### src/rtl/tick_pkg.sv
package tick_pkg;
   // Word offsets of the register map
   localparam int unsigned OFF_CTRL   = 32'h10;
   localparam int unsigned OFF_RELOAD = 32'h14;
   localparam int unsigned OFF_COUNT  = 32'h18;
   localparam int unsigned OFF_CALIB  = 32'h1C;

   // Bit positions inside the control word
   localparam int unsigned BIT_ENABLE = 0;
   localparam int unsigned BIT_IRQEN  = 1;
   localparam int unsigned BIT_SRC    = 2;
   localparam int unsigned BIT_FLAG   = 16;

   typedef struct packed {
      logic src_core;
      logic irq_en;
      logic enable;
   } tick_ctrl_t;
endpackage

### src/rtl/tick_regfile.sv
module tick_regfile
   import tick_pkg::*;
#(
   parameter int unsigned DATA_W = 32,
   parameter int unsigned CNT_W  = 24,
   parameter int unsigned ADDR_W = 8,
   parameter logic [DATA_W-1:0] CALIB_VALUE = '0
) (
   input  logic              clk,
   input  logic              rst_n,
   input  logic              sel_i,
   input  logic              wr_i,
   input  logic [ADDR_W-1:0] addr_i,
   input  logic [DATA_W-1:0] wdata_i,
   input  logic [CNT_W-1:0]  cnt_i,
   input  logic              flag_i,
   output logic [DATA_W-1:0] rdata_o,
   output tick_ctrl_t        ctrl_o,
   output logic [CNT_W-1:0]  reload_o,
   output logic              clr_count_o,
   output logic              rd_ctrl_o
);
   localparam logic [ADDR_W-1:0] A_CTRL   = ADDR_W'(OFF_CTRL);
   localparam logic [ADDR_W-1:0] A_RELOAD = ADDR_W'(OFF_RELOAD);
   localparam logic [ADDR_W-1:0] A_COUNT  = ADDR_W'(OFF_COUNT);
   localparam logic [ADDR_W-1:0] A_CALIB  = ADDR_W'(OFF_CALIB);

   logic [DATA_W-1:0] cnt_word, reload_word, ctrl_word;
   logic              wr_ctrl, wr_reload;

   generate
      if (DATA_W > CNT_W) begin : g_pad
         logic unused_wdata_hi;
         assign cnt_word    = {{(DATA_W-CNT_W){1'b0}}, cnt_i};
         assign reload_word = {{(DATA_W-CNT_W){1'b0}}, reload_o};
         assign unused_wdata_hi = ^wdata_i[DATA_W-1:CNT_W];
      end else begin : g_full
         assign cnt_word    = cnt_i;
         assign reload_word = reload_o;
      end
   endgenerate

   assign wr_ctrl     = sel_i &&  wr_i && (addr_i == A_CTRL);
   assign wr_reload   = sel_i &&  wr_i && (addr_i == A_RELOAD);
   assign clr_count_o = sel_i &&  wr_i && (addr_i == A_COUNT);
   assign rd_ctrl_o   = sel_i && !wr_i && (addr_i == A_CTRL);

   always_ff @(posedge clk or negedge rst_n) begin
      if (!rst_n) begin
         ctrl_o   <= '0;
         reload_o <= '0;
      end else begin
         if (wr_ctrl) begin
            ctrl_o.enable   <= wdata_i[BIT_ENABLE];
            ctrl_o.irq_en   <= wdata_i[BIT_IRQEN];
            ctrl_o.src_core <= wdata_i[BIT_SRC];
         end
         if (wr_reload)
            reload_o <= wdata_i[CNT_W-1:0];
      end
   end

   always_comb begin
      ctrl_word = '0;
      ctrl_word[BIT_ENABLE] = ctrl_o.enable;
      ctrl_word[BIT_IRQEN]  = ctrl_o.irq_en;
      ctrl_word[BIT_SRC]    = ctrl_o.src_core;
      ctrl_word[BIT_FLAG]   = flag_i;
   end

   always_comb begin
      if (addr_i == A_CTRL)        rdata_o = ctrl_word;
      else if (addr_i == A_RELOAD) rdata_o = reload_word;
      else if (addr_i == A_COUNT)  rdata_o = cnt_word;
      else if (addr_i == A_CALIB)  rdata_o = CALIB_VALUE;
      else                         rdata_o = '0;
   end

   // the calibration word never depends on any access history
   always_comb begin
      if (rst_n && addr_i == A_CALIB)
         p_calib_const_r10: assert (rdata_o == CALIB_VALUE);
   end

   // a control write stores exactly the three mode bits
   p_ctrl_store_r9: assert property (@(posedge clk) disable iff (!rst_n)
      wr_ctrl |=> ctrl_o == {$past(wdata_i[BIT_SRC]), $past(wdata_i[BIT_IRQEN]),
                             $past(wdata_i[BIT_ENABLE])});
endmodule

### src/rtl/tick_counter.sv
module tick_counter #(
   parameter int unsigned CNT_W = 24
) (
   input  logic             clk,
   input  logic             rst_n,
   input  logic             enable_i,
   input  logic             src_core_i,
   input  logic             ref_tick_i,
   input  logic             clr_i,
   input  logic [CNT_W-1:0] reload_i,
   output logic [CNT_W-1:0] cnt_o,
   output logic             wrap_o
);
   localparam logic [CNT_W-1:0] ONE = CNT_W'(1);

   logic step;

   assign step   = enable_i && (src_core_i || ref_tick_i);
   assign wrap_o = step && !clr_i && (cnt_o == ONE);

   always_ff @(posedge clk or negedge rst_n) begin
      if (!rst_n)
         cnt_o <= '0;
      else if (clr_i)
         cnt_o <= '0;
      else if (step) begin
         if (cnt_o == '0) cnt_o <= reload_i;
         else             cnt_o <= cnt_o - ONE;
      end
   end

   p_dec_by_one_r2: assert property (@(posedge clk) disable iff (!rst_n)
      (step && !clr_i && cnt_o != '0) |=> cnt_o == $past(cnt_o) - ONE);

   p_ref_gate_r3: assert property (@(posedge clk) disable iff (!rst_n)
      (!src_core_i && !ref_tick_i && !clr_i) |=> $stable(cnt_o));

   p_reload_r4: assert property (@(posedge clk) disable iff (!rst_n)
      (step && !clr_i && cnt_o == '0) |=> cnt_o == $past(reload_i));

   p_idle_zero_r5: assert property (@(posedge clk) disable iff (!rst_n)
      (reload_i == '0 && cnt_o == '0) |=> cnt_o == '0);

   p_clear_r8: assert property (@(posedge clk) disable iff (!rst_n)
      clr_i |=> cnt_o == '0);

   p_hold_off_r11: assert property (@(posedge clk) disable iff (!rst_n)
      (!enable_i && !clr_i) |=> $stable(cnt_o));
endmodule

### src/rtl/tick_flag.sv
module tick_flag (
   input  logic clk,
   input  logic rst_n,
   input  logic wrap_i,
   input  logic irq_en_i,
   input  logic rd_clr_i,
   input  logic wr_clr_i,
   output logic flag_o,
   output logic irq_o
);
   always_ff @(posedge clk or negedge rst_n) begin
      if (!rst_n) begin
         flag_o <= 1'b0;
         irq_o  <= 1'b0;
      end else begin
         irq_o <= wrap_i && irq_en_i;
         if (wr_clr_i)      flag_o <= 1'b0;
         else if (wrap_i)   flag_o <= 1'b1;
         else if (rd_clr_i) flag_o <= 1'b0;
      end
   end

   p_flag_set_r6: assert property (@(posedge clk) disable iff (!rst_n)
      wrap_i |=> flag_o);

   p_flag_read_clr_r6: assert property (@(posedge clk) disable iff (!rst_n)
      (rd_clr_i && !wrap_i) |=> !flag_o);

   p_irq_single_r7: assert property (@(posedge clk) disable iff (!rst_n)
      irq_o |=> !irq_o);

   p_irq_cause_r7: assert property (@(posedge clk) disable iff (!rst_n)
      (wrap_i && irq_en_i) |=> irq_o);

   p_irq_masked_r7: assert property (@(posedge clk) disable iff (!rst_n)
      !irq_en_i |=> !irq_o);

   p_write_clr_r8: assert property (@(posedge clk) disable iff (!rst_n)
      wr_clr_i |=> !flag_o && !irq_o);
endmodule

### src/rtl/tick_timer_top.sv
module tick_timer_top
   import tick_pkg::*;
#(
   parameter int unsigned DATA_W = 32,
   parameter int unsigned CNT_W  = 24,
   parameter int unsigned ADDR_W = 8,
   parameter logic [DATA_W-1:0] CALIB_VALUE = 32'h4000_2710
) (
   input  logic              clk,
   input  logic              rst_n,
   input  logic              bus_sel,
   input  logic              bus_wr,
   input  logic [ADDR_W-1:0] bus_addr,
   input  logic [DATA_W-1:0] bus_wdata,
   output logic [DATA_W-1:0] bus_rdata,
   input  logic              ref_tick,
   output logic              tick_irq
);
   generate
      if (CNT_W < 2 || CNT_W > DATA_W) begin : g_bad_cnt
         $error("tick_timer_top: CNT_W must lie in 2..DATA_W");
      end
      if (DATA_W <= BIT_FLAG) begin : g_bad_data
         $error("tick_timer_top: DATA_W too narrow for the flag bit");
      end
      if (ADDR_W < 5) begin : g_bad_addr
         $error("tick_timer_top: ADDR_W cannot reach the register map");
      end
   endgenerate

   tick_ctrl_t       ctrl;
   logic [CNT_W-1:0] reload, cnt;
   logic             clr_count, rd_ctrl, wrap, flag;

   tick_regfile #(
      .DATA_W(DATA_W), .CNT_W(CNT_W), .ADDR_W(ADDR_W), .CALIB_VALUE(CALIB_VALUE)
   ) u_regs (
      .clk(clk), .rst_n(rst_n), .sel_i(bus_sel), .wr_i(bus_wr), .addr_i(bus_addr),
      .wdata_i(bus_wdata), .cnt_i(cnt), .flag_i(flag), .rdata_o(bus_rdata),
      .ctrl_o(ctrl), .reload_o(reload), .clr_count_o(clr_count), .rd_ctrl_o(rd_ctrl)
   );

   tick_counter #(.CNT_W(CNT_W)) u_cnt (
      .clk(clk), .rst_n(rst_n), .enable_i(ctrl.enable), .src_core_i(ctrl.src_core),
      .ref_tick_i(ref_tick), .clr_i(clr_count), .reload_i(reload),
      .cnt_o(cnt), .wrap_o(wrap)
   );

   tick_flag u_flag (
      .clk(clk), .rst_n(rst_n), .wrap_i(wrap), .irq_en_i(ctrl.irq_en),
      .rd_clr_i(rd_ctrl), .wr_clr_i(clr_count), .flag_o(flag), .irq_o(tick_irq)
   );

   // a pulse always coincides with a counter that has just reached zero
   p_irq_at_zero_r7: assert property (@(posedge clk) disable iff (!rst_n)
      tick_irq |-> (cnt == '0 || $past(clr_count) == 1'b0) && flag);
endmodule

### config.mk
export PLATFORM = sky130hd
export DESIGN_NAME = tick_timer_top
export DESIGN_NICKNAME = d
export VERILOG_FILES = /design/src/rtl/tick_pkg.sv /design/src/rtl/tick_regfile.sv /design/src/rtl/tick_counter.sv /design/src/rtl/tick_flag.sv /design/src/rtl/tick_timer_top.sv
export SDC_FILE = /design/constraint.sdc
export NUM_CORES = 1
export LEC_CHECK = 0
export BUFFER_PORTS_ARGS = -buffer_cell sky130_fd_sc_hd__buf_2
export CAP_MARGIN = 10
export CORE_MARGIN = 1
export CORE_UTILIZATION = 30
export DETAILED_ROUTE_END_ITERATION = 10
export PLACE_DENSITY = 0.48
export SLEW_MARGIN = 20
export SYNTH_ARGS = -nofsm -noshare
export SYNTH_HDL_FRONTEND = slang
export SYNTH_SLANG_ARGS = --single-unit
export TNS_END_PERCENT = 50
### constraint.sdc
create_clock -name clk -period 2.85 [get_ports clk]
set_input_delay 0.285 -clock clk [delete_from_list [all_inputs] [get_ports clk]]
set_output_delay 0.285 -clock clk [all_outputs]
set_load 0.01 [all_outputs]
=== Word-level counts from Yosys, hierarchy flattened ===
Index checks and enable logic that the tools add are counted.

* Bits in read-only memories: 0
* Latch bits: 0
* Logic and storage cells: 39
* Memories kept: 0
* Flip-flop bits (word level): 53
* Output and inout port bits: 33
* Bits in writable memories: 0

* Order comparisons: 0
* Divide/modulo/power cells: 0
* Add/sub/neg operators: 1
* Multipliers: 0
* Reduce and logical (&&, ||, !) cells: 16
* Shift operators: 0
* Equal/unequal tests: 5
* Bitwise operators: 0
* Multiplexer cells: 10

{| class="wikitable"
|+ Operators with widths
! operator !! number
|-
| $mux 32 || 3
|-
| $mux 24 || 3
|-
| $eq 8x5->1 const B || 4
|-
| $mux 31 || 1
|-
| $eq 24x1->1 const B || 1
|-
| $logic_not 24->1 || 1
|-
| $sub 24x1->24 const B || 1
|-
| $logic_and 1x1->1 || 10
|-
| $mux 1 || 3
|-
| $reduce_bool 3->1 || 1
|-
| $logic_not 1->1 || 2
|-
| $reduce_bool 2->1 || 1
|-
| $logic_or 1x1->1 || 1
|}

=== Longest topological paths before layout ===
Gate-level depths: netlist (run 1).

* Word-level depth: 7
* Mapped depth: 8

=== Cells and area by module ===
Synthesis (run 1) repeated with hierarchy kept, for this count alone.

* Cells, all modules: 359
* Area, all modules: 3373.2 um^2

{| class="wikitable"
|+ By module, submodules not included
! module !! cells each !! area an instance (um^2) !! instances !! seq. area each (um^2)
|-
| tick_counter || 204 || 1740.4 || 1 || 600.6
|-
| tick_regfile || 149 || 1557.7 || 1 || 675.6
|-
| tick_flag || 6 || 75.1 || 1 || 50.0
|}

=== Worst setup path after synthesis (run 1) ===
Ideal clock, no wire load.

* Path type: register to register
* Start point: register u_cnt.cnt_o[8]
* End point: register u_flag.irq_o
* Period minus slack after synthesis: 2256 ps
* Setup slack: 594 ps
* Arrival time: 2186 ps
* Cell stages (with the launch flop): 7
* Buffers on the path: 2
* Setup time: 70 ps
* Cells stage by stage: dfrtp_1 -> buf_6 -> or4_1 -> buf_2 -> or4_4 -> or4_4 -> nor2_2

* Cells in the longest elaborated chain, start to end: 3

{| class="wikitable"
|+ Ends and longest elaborated chain
! element !! RTL line !! text
|-
| from (decl) || tick_counter.sv:11 || <nowiki>output logic [CNT_W-1:0] cnt_o,</nowiki>
|-
| from (signal assigned) || tick_counter.sv:27 || <nowiki>if (cnt_o == '0) cnt_o <= reload_i;</nowiki>
|-
| from (signal assigned) || tick_counter.sv:28 || <nowiki>else cnt_o <= cnt_o - ONE;</nowiki>
|-
| $eq 24x1->1 || tick_counter.sv:19 || <nowiki>assign wrap_o = step && !clr_i && (cnt_o == ONE);</nowiki>
|-
| $logic_and 1x1->1 || tick_counter.sv:19 ||
|-
| $logic_and 1x1->1 || tick_flag.sv:16 || <nowiki>irq_o <= wrap_i && irq_en_i;</nowiki>
|-
| to (signal assigned) || tick_flag.sv:16 ||
|-
| to (decl) || tick_flag.sv:9 || <nowiki>output logic irq_o</nowiki>
|}

Every way passes these cells.
A chain may end at the register's enable or synchronous reset.

=== Worst setup path in the final report (run 1) ===
* Start point: register u_cnt.cnt_o[16]
* End point: register u_cnt.cnt_o[6]

* Cells in the longest elaborated chain, start to end: 4

{| class="wikitable"
|+ Ends and longest elaborated chain
! element !! RTL line !! text
|-
| $logic_not 24->1 || tick_counter.sv:27 ||
|-
| $mux 24 || tick_counter.sv:27 ||
|-
| $mux 24 || tick_counter.sv:26 || <nowiki>else if (step) begin</nowiki>
|-
| $mux 24 || tick_counter.sv:24 || <nowiki>else if (clr_i)</nowiki>
|}

Every way passes these cells. The select of a mux whose other input is x is not followed.

==> summary.md, run 1 <==
| Metric | Value |
|---|---|
| Status | finished, final reports clean |
| Min Clock Period, post-route | 2.592 ns |
| Skew final | 0.005424 ns |
| Switching Power | 0.7442 mW |
| HPWL Detailed | 7258 um |
| Area post-placement | 3900 um^2 |
| Commonest non-fill, non-tap cell in the layout | buf_2 |
| Post-CTS Setup Bufs | 0 |
| R2R Path Start | u_cnt.cnt_o[16] |
| Later-pin clock latency in the skew report | 0.29 ns |
| Cell Rows | 38 |
| Final Util | 37.06% |
| GR Util met2 | 29.48% |
| Gpl congestion | 0.8414 |
| Max-slew violations | 0 |
| Synth Area per Inst | 9.053 um^2 |
| IO buf count | 62 |
| Ys flop type | dfrtp_1 |
| R2r worst-path depth | 5 |
| Pin count of the biggest net entering global routing | 54 |
| Reg-to-reg endpoint | u_cnt.cnt_o[6] |
| Library cells used by synthesis | 51 |
| Global route total overflow | 0 |
| Synth warnings | 0 |
| Initial antenna violation count | 0 |
| Synth Cell Area | 3386 um^2 |
| Final Instance Count excl. Fillers | 577 |
| TritonCTS clock tree | yes |
| Die Y | 108.2 um |
| Peak Freq | 385.9 MHz |
| First-pass DRT Iterations | 4 |
| Worst slew margin | 45.36% |
| FF-to-FF setup slack | 0.26 ns |
| Final hold slack | 0.2261 ns |
| Drc violations | 0 |
| Clock root buffer | clkbuf_16 |
| Worst hold start | bus_wdata[8] |
| Leading area contributor after synthesis | dfrtp_1 |
| Worst Setup Start Kind | flip-flop |
| CP arrival | 2.74 ns |
| Met1 usage | 26.69% |
| Share of post-route cells with drive strength above 1 | 29.06% |
| Maximum vdd drop | 0.2896 mV |
| Leakage power | 1.918 nW |
| Setup ws final | 0.2584 ns |
| Hold EP | u_regs.reload_o[8] |
| Via density | 5.383 |
| Vias in the first global route | 3,106 |
| Max H-tree Level | 2 |
| Synth top area share | 39.17% |
| IO Pins | 78 |
| Fin. Hold Viols | 0 |
| Hold path depth | 2 |
| Met3 usage | 3.014% |
| Worst-Margin Slew | 0.8180 ns |
| Routed via count | 3,106 |
| Gr usage total | 18.76% |
| Most frequent cells in the layout | buf_2, dfrtp_1, nor2_1, a21oi_1 |
| Final setup violation count | 0 |
| Starting Density | 30.96% |
| RSZ-0062 raised after global routing | false |
| # diodes | 0 |
| First-pass GRT wire length | 16,840 um |
| Hold Crit Class | in2reg |
| CP Cell Sequence | or4_1 > nor4_4 > nand2_1 > o21ai_0 > a211oi_1 |
| Seq/Total Area, Yosys | 39.17% |
| Fillers | 1,164 |
| Sequential share of power | 39.4% |
| Power share of the combinational group | 32.6% |
| Clock share of power | 28.0% |
| #FFs+latches synth | 53 |
| Num CTS Buffers | 5 |
| CTS Sinks | 53 |
| Setup crit end kind | flip-flop |
| Die X | 108.2 um |
| Clock slew at reported path FFs | 0.07 ns |
| Slowest-stage cell, CP | or4_1 |
| Sw Ratio | 34.34% |
| Gr busiest metal | met2 |
| Number of synthesized flops with an enable pin | 0 |
| Fin Setup TNS | 0 ns |
| Mapped Cells | 374 |
| Core area | 10,940 um^2 |
| Internal | 1.423 mW |
| Buf/Inv on CP | 0 |
| Total Wirelength | 10,210 um |
| Routed Antenna Nets | 0 |
| Ratio of total power to cell area | 534.8 nW/um^2 |
| Req. time, crit path | 3.00 ns |
| Layout Nets | 485 |
| Final instance area | 4053 um^2 |
| Fraction of registers with async set/reset | 100.0% |
| Delay-heaviest family, CP | simple AND/OR/NAND/NOR gates |
| Post-cts resize count | 0 |
| Die ar. | 11,710 um^2 |
| Max_cap viols | 0 |
| Initial DRC count | 187 |
| WL/cell | 17.69 um |
| CP max stage delay | 0.72 ns |
| Final Cycle Share | 90.93% |
| Main area contributors after synthesis | dfrtp_1, mux2_2, nor2_1, a21oi_1, mux2i_1 |
| Pre-CTS WS | 0.3124 ns |
| Area Overhead vs Synth | 19.70% |
| Crit-path max FO | 8 |
| Crit Path Category | reg2reg |
| Power Total | 2.167 mW |
| DP Cell Count | 569 |
| Hold_buf cts | 1 |
| CTS Buffer Depth | 2 |
==> state kept, by name, indices dropped and copies added (netlist names) <==
name	count
u_flag.flag_o	1
u_regs.ctrl_o	3
u_regs.reload_o	24
u_cnt.cnt_o	24
u_flag.irq_o	1
==> worst max path at each step <==
stage | start | end | cells after the start
floorplan | u_cnt.cnt_o[8] | u_flag.irq_o | 6
global placement | u_cnt.cnt_o[16] | u_cnt.cnt_o[5] | 5
detailed placement | u_cnt.cnt_o[16] | u_cnt.cnt_o[6] | 5
CTS | u_cnt.cnt_o[16] | u_cnt.cnt_o[6] | 5
global route | u_cnt.cnt_o[16] | u_cnt.cnt_o[20] | 5
finish | u_cnt.cnt_o[16] | u_cnt.cnt_o[6] | 5
==> cell usage after synthesis (3+ instances only) <==
master and instances:
a211oi_1 7, a21oi_1 28, a22oi_1 16, a2bb2oi_1 3, buf_2 7, buf_4 7
clkbuf_1 19, dfrtp_1 53, ha_1 3, inv_1 9, mux2_2 27, mux2i_1 14
nand2_1 27, nand3_1 3, nand4_1 6, nor2_1 40, nor3_1 7, nor4_1 8
o211ai_1 4, o21a_1 3, o21ai_0 20, o22ai_1 10, o31ai_1 5, o32ai_1 3
or3_1 4, or4_1 9, or4_4 3
==> routing by layer <==
| layer | share of wire (%) | vias up |
|---|---|---|
| met5 | 0 | - |
| met4 | 0.87 | 0 |
| met3 | 3.7 | 5 |
| met2 | 46 | 69 |
| met1 | 49 | 1521 |
| li1 | - | 1511 |
==> area by class of cell <==
class	count	area (um^2)	area share, %
multi-input cells	284	1884	46.50
flip-flops and latches	53	1326	32.73
repair buffers	84	490.5	12.10
well taps	140	175.2	4.322
clock buffers	7	142.6	3.520
inverters	9	33.78	0.8336
==> kinds of logic after synthesis <==
| family | after synthesis | share of synthesized area [%] |
|---|---|---|
| xor+xnor | 1 | 0.2587 |
| buf+inv | 43 | 6.023 |
| compound gates | 105 | 19.85 |
| mux | 41 | 13.12 |
| simple gates | 127 | 20.36 |
| other cells | 1 | 0.1108 |
| flops | 53 | 39.17 |
| fa+ha+maj | 3 | 1.109 |
==> power by group through the flow <==
stage	Clock (mW)	Combinational [mW]	Sequential [mW]
3_5_place_dp	0	0.693	0.867
6_report	0.608	0.705	0.854
2_1_floorplan	0	0.479	0.846
5_1_grt	0.665	0.775	0.861
4_1_cts	0.636	0.699	0.852
3_3_place_gp	0	0.686	0.866
Power figures use the tool's default switching activity.
==> run 2, diff against run 1 <==
--- a/config.mk
+++ b/config.mk
@@ -5,12 +5,13 @@
 export SDC_FILE = /design/constraint.sdc
 export NUM_CORES = 1
 export LEC_CHECK = 0
+export ABC_AREA = 1
 export BUFFER_PORTS_ARGS = -buffer_cell sky130_fd_sc_hd__buf_2
 export CAP_MARGIN = 10
 export CORE_MARGIN = 1
 export CORE_UTILIZATION = 30
 export DETAILED_ROUTE_END_ITERATION = 10
-export PLACE_DENSITY = 0.48
+export PLACE_DENSITY = 0.47
 export SLEW_MARGIN = 20
 export SYNTH_ARGS = -nofsm -noshare
 export SYNTH_HDL_FRONTEND = slang
==> run 2 against run 1 <==
The flow now finishes with violations (DRC); first-iteration DRC count up 19%; wire length up 6.9%; register-to-register slack better by 0.60 ns; non-clock buffer count down 16; synthesized cell count up 44%; largest cell class unchanged; largest power group is now combinational logic.
==> summary.md, run 2 <==
| Metric | Value |
|---|---|
| Max-slew violations | 0 (unchanged) |
| Synth Cell Area | 3636 um^2 (+7.4%) |
| # diodes | 0 (unchanged) |
| Total Wirelength | 10,910 um (+6.9%) |
| Drc violations | 1 (+1) |
| Largest registers | u_cnt.cnt_o: 24 flops, u_regs.reload_o: 24 flops, u_regs.ctrl_o: 3 flops |
| Cell Rows | 39 (+2.6%) |
| Mapped Cells | 538 (+44%) |
| Cell with the most instances after synthesis | nand2_1 |
| Final Cycle Share | 77.62% (-13 points) |
| CP Cell Sequence | buf_2 > or2_4 > nor3_4 > nand2_1 > inv_1 > nand2_1 > a21oi_1 > buf_2 |
| Ys flop type | dfrtp_1 |
| Post-CTS Setup Bufs | 0 (unchanged) |
| IO buf count | 62 (unchanged) |
| Initial DRC count | 223 (+19%) |
| #FFs+latches synth | 53 (unchanged) |
| CP arrival | 1.93 ns (-0.81 ns) |
| Reg-to-reg endpoint | u_cnt.cnt_o[3] |
| Fin. Hold Viols | 0 (unchanged) |
| Initial antenna violation count | 0 (unchanged) |
| Via density | 4.733 (-12%) |
| GR Util met2 | 27.70% (-1.8 points) |
| Area Overhead vs Synth | 15.24% |
| Worst path depth | 8 (+3) |
| Peak Freq | 452.1 MHz (+17%) |
| Commonest non-fill, non-tap cell in the layout | nand2_1 |
| Die Y | 112.1 um (+3.6%) |
| Min Clock Period, post-route | 2.212 ns (-0.3795 ns) |
| Power Total | 4.211 mW (+94%) |
| Crit Path Category | in2out |
| Share of post-route cells with drive strength above 1 | 17.68% (-11 points) |
| First-pass DRT Iterations | 7 (+3) |
| Fraction of registers with async set/reset | 100.0% (unchanged) |
| Slowest-stage cell, CP | inv_1 |
| Layout Nets | 641 (+32%) |
| RSZ-0062 raised after global routing | false |
| First-pass GRT wire length | 17,720 um (+5.2%) |
| Number of synthesized flops with an enable pin | 0 (unchanged) |
| Die ar. | 12,560 um^2 (+7.3%) |
| Leading area contributor after synthesis | dfrtp_1 |
| Fillers | 1,278 (+9.8%) |
| Gr usage total | 18.23% (-0.53 points) |
| Die X | 112.1 um (+3.6%) |
| Hold EP | u_regs.reload_o[23] |
| Multi-input logic area | 1931 um^2 (+2.5%) |
| TritonCTS clock tree | yes |
| Beginning of the critical path | bus_addr[1] |
| Area post-placement | 4004 um^2 (+2.7%) |
| Routed via count | 3,488 (+12%) |
| Routed Antenna Nets | 0 (unchanged) |
| Setup crit end kind | output port |
| Crit-path max FO | 15 (+7) |
| IO Pins | 78 (unchanged) |
| Final hold slack | 0.2178 ns (-0.008339 ns) |
| Setup ws final | 0.6379 ns (+0.3795 ns) |
| Skew final | 0.004055 ns (-0.001369 ns) |
| Buf/Inv on CP | 3 (+3) |
| Ratio of total power to cell area | 1005 nW/um^2 (+88%) |
| Clock root buffer | clkbuf_16 |
| Gr busiest metal | met2 |
| R2r worst-path depth | 8 (+3) |
| Synth Area per Inst | 6.758 um^2 (-25%) |
| Most frequent cells in the layout | nand2_1, nor2_1, buf_2, inv_1, dfrtp_1 |
| Num CTS Buffers | 5 (unchanged) |
| HPWL Detailed | 8017 um (+10%) |
| Failing checks | DRC |
| Seq/Total Area, Yosys | 36.48% (-2.7 points) |
| Met3 usage | 2.646% (-0.37 points) |
| Gpl congestion | 0.7701 (-8.5%) |
| Core area | 11,610 um^2 (+6.2%) |
| Main area contributors after synthesis | dfrtp_1, nand2_1, nor2_1, nand3_1, inv_1 |
| Max H-tree Level | 2 (unchanged) |
| Status | complete, but fails checks |
| Worst Setup Start Kind | primary input |
| Clock slew at reported path FFs | 0.07 ns (about the same) |
| CTS Sinks | 53 (unchanged) |
| Worst-Margin Slew | 0.8070 ns (-0.01094 ns) |
| Seq. cell area | 1326 um^2 (unchanged) |
| Global route total overflow | 0 (unchanged) |
| Vias in the first global route | 3,358 (+8.1%) |
| Worst slew margin | 46.14% (+0.78 points) |
| Final setup violation count | 0 (unchanged) |
| Delay-heaviest family, CP | buffers and inverters |
| Later-pin clock latency in the skew report | 0.30 ns (about the same) |
| Library cells used by synthesis | 36 (-29%) |
| Starting Density | 31.31% (+0.35 points) |
| CTS Buffer Depth | 2 (unchanged) |
| R2R Path Start | u_cnt.cnt_o[0] |
| Synth warnings | 0 (unchanged) |
| WL/cell | 14.80 um (-16%) |
| Hold path depth | 3 (+1) |
| CP max stage delay | 0.47 ns (-0.25 ns) |
| Pin count of the biggest net entering global routing | 43 (-20%) |
| Fin Setup TNS | 0 ns (unchanged) |
| Hold_buf cts | 1 (unchanged) |
| Maximum vdd drop | 0.3301 mV (+14%) |
| Worst hold start | bus_wdata[23] |
| Req. time, crit path | 2.57 ns (-0.43 ns) |
| Synth top area share | 36.48% (-2.7 points) |
| Leakage power | 2.335 nW (+22%) |
| Pre-CTS WS | 0.6471 ns (+0.3347 ns) |
| Top post-synthesis cells by count | nand2_1, nor2_1, inv_1 |
| Max_cap viols | 0 (unchanged) |
| Post-cts resize count | 0 (unchanged) |
| Met1 usage | 27.11% (+0.43 points) |
| Final instance area | 4190 um^2 (+3.4%) |
| FF-to-FF setup slack | 0.86 ns (+0.60 ns) |
| Hold Crit Class | in2reg |
## run 2: cell count changes in the layout (fill, tap and decap cells not counted), moves of 10 or more
| cell | previous run | this run |
|---|---|---|
| nand2_1 | 27 | 172 |
| inv_1 | 9 | 56 |
| nand3_1 | 3 | 46 |
| nor2_1 | 40 | 73 |
| mux2_2 | 27 | 0 |
| a22oi_1 | 16 | 0 |
| buf_4 | 20 | 5 |
| mux2i_1 | 14 | 0 |
| o22ai_1 | 10 | 0 |
## run 2: cell families (layout without fill, tap and decap cells)
family | Yosys count | in the layout | share of synthesized area [%]
AO/OA/AOI/OAI | 59 | 59 | 8.603
XOR/XNOR | 5 | 5 | 1.204
adder cells (fa/ha/maj) | 3 | 3 | 1.032
buffers and inverters | 84 | 134 | 11.05
flip-flops | 53 | 53 | 36.48
other | 1 | 7 | 0.1031
AND/OR/NAND/NOR | 333 | 333 | 41.53
## run 2: report_power, final
group	leakage, nW	switching [mW]	internal [mW]
registers	0.662	0.268	0.898
clock network	0.0831	0.297	0.439
logic	1.59	1.54	0.773
## run 2: final cells by class
cell class	instances	share of cell area [%]
Clock inverter	2	0.8958
Sequential cell	53	31.65
Tap cell	143	4.270
Clock buffer	6	3.314
Inverter	58	5.255
Timing Repair Buffer	68	8.540
Multi-Input combinational cell	407	46.07
## run 2: per-stage QoR
step                      cells  util (%)
after CTS                   737     36.08
after detailed placement    728     34.48
after global routing        737     36.08
after floorplan             544         -
final                       737     36.08
after global placement      728     34.48
## run 2: worst max path at each step
stage / slack [ns] / endpoint
2_1_floorplan: 1.24 / bus_rdata[20]
3_3_place_gp: 0.65 / bus_rdata[7]
3_5_place_dp: 0.65 / bus_rdata[7]
4_1_cts: 0.64 / bus_rdata[7]
5_1_grt: 0.51 / bus_rdata[7]
6_report: 0.64 / bus_rdata[7]
## run 2: routing by layer
layer	part of all wire, %	vias up
met1	51	1605
met4	1.2	0
met3	4.4	8
li1	-	1785
met5	0	-
met2	43	90
## run 2: worst register-to-register path, delay by kind of cell, from the launching register on
family                   cells  cell delay [ns]
buffers and inverters        1             0.16
AND/OR/NAND/NOR              4             0.68
AO/OA/AOI/OAI                2             0.40
adder cells (fa/ha/maj)      1             0.27
flip-flops                   1             0.41
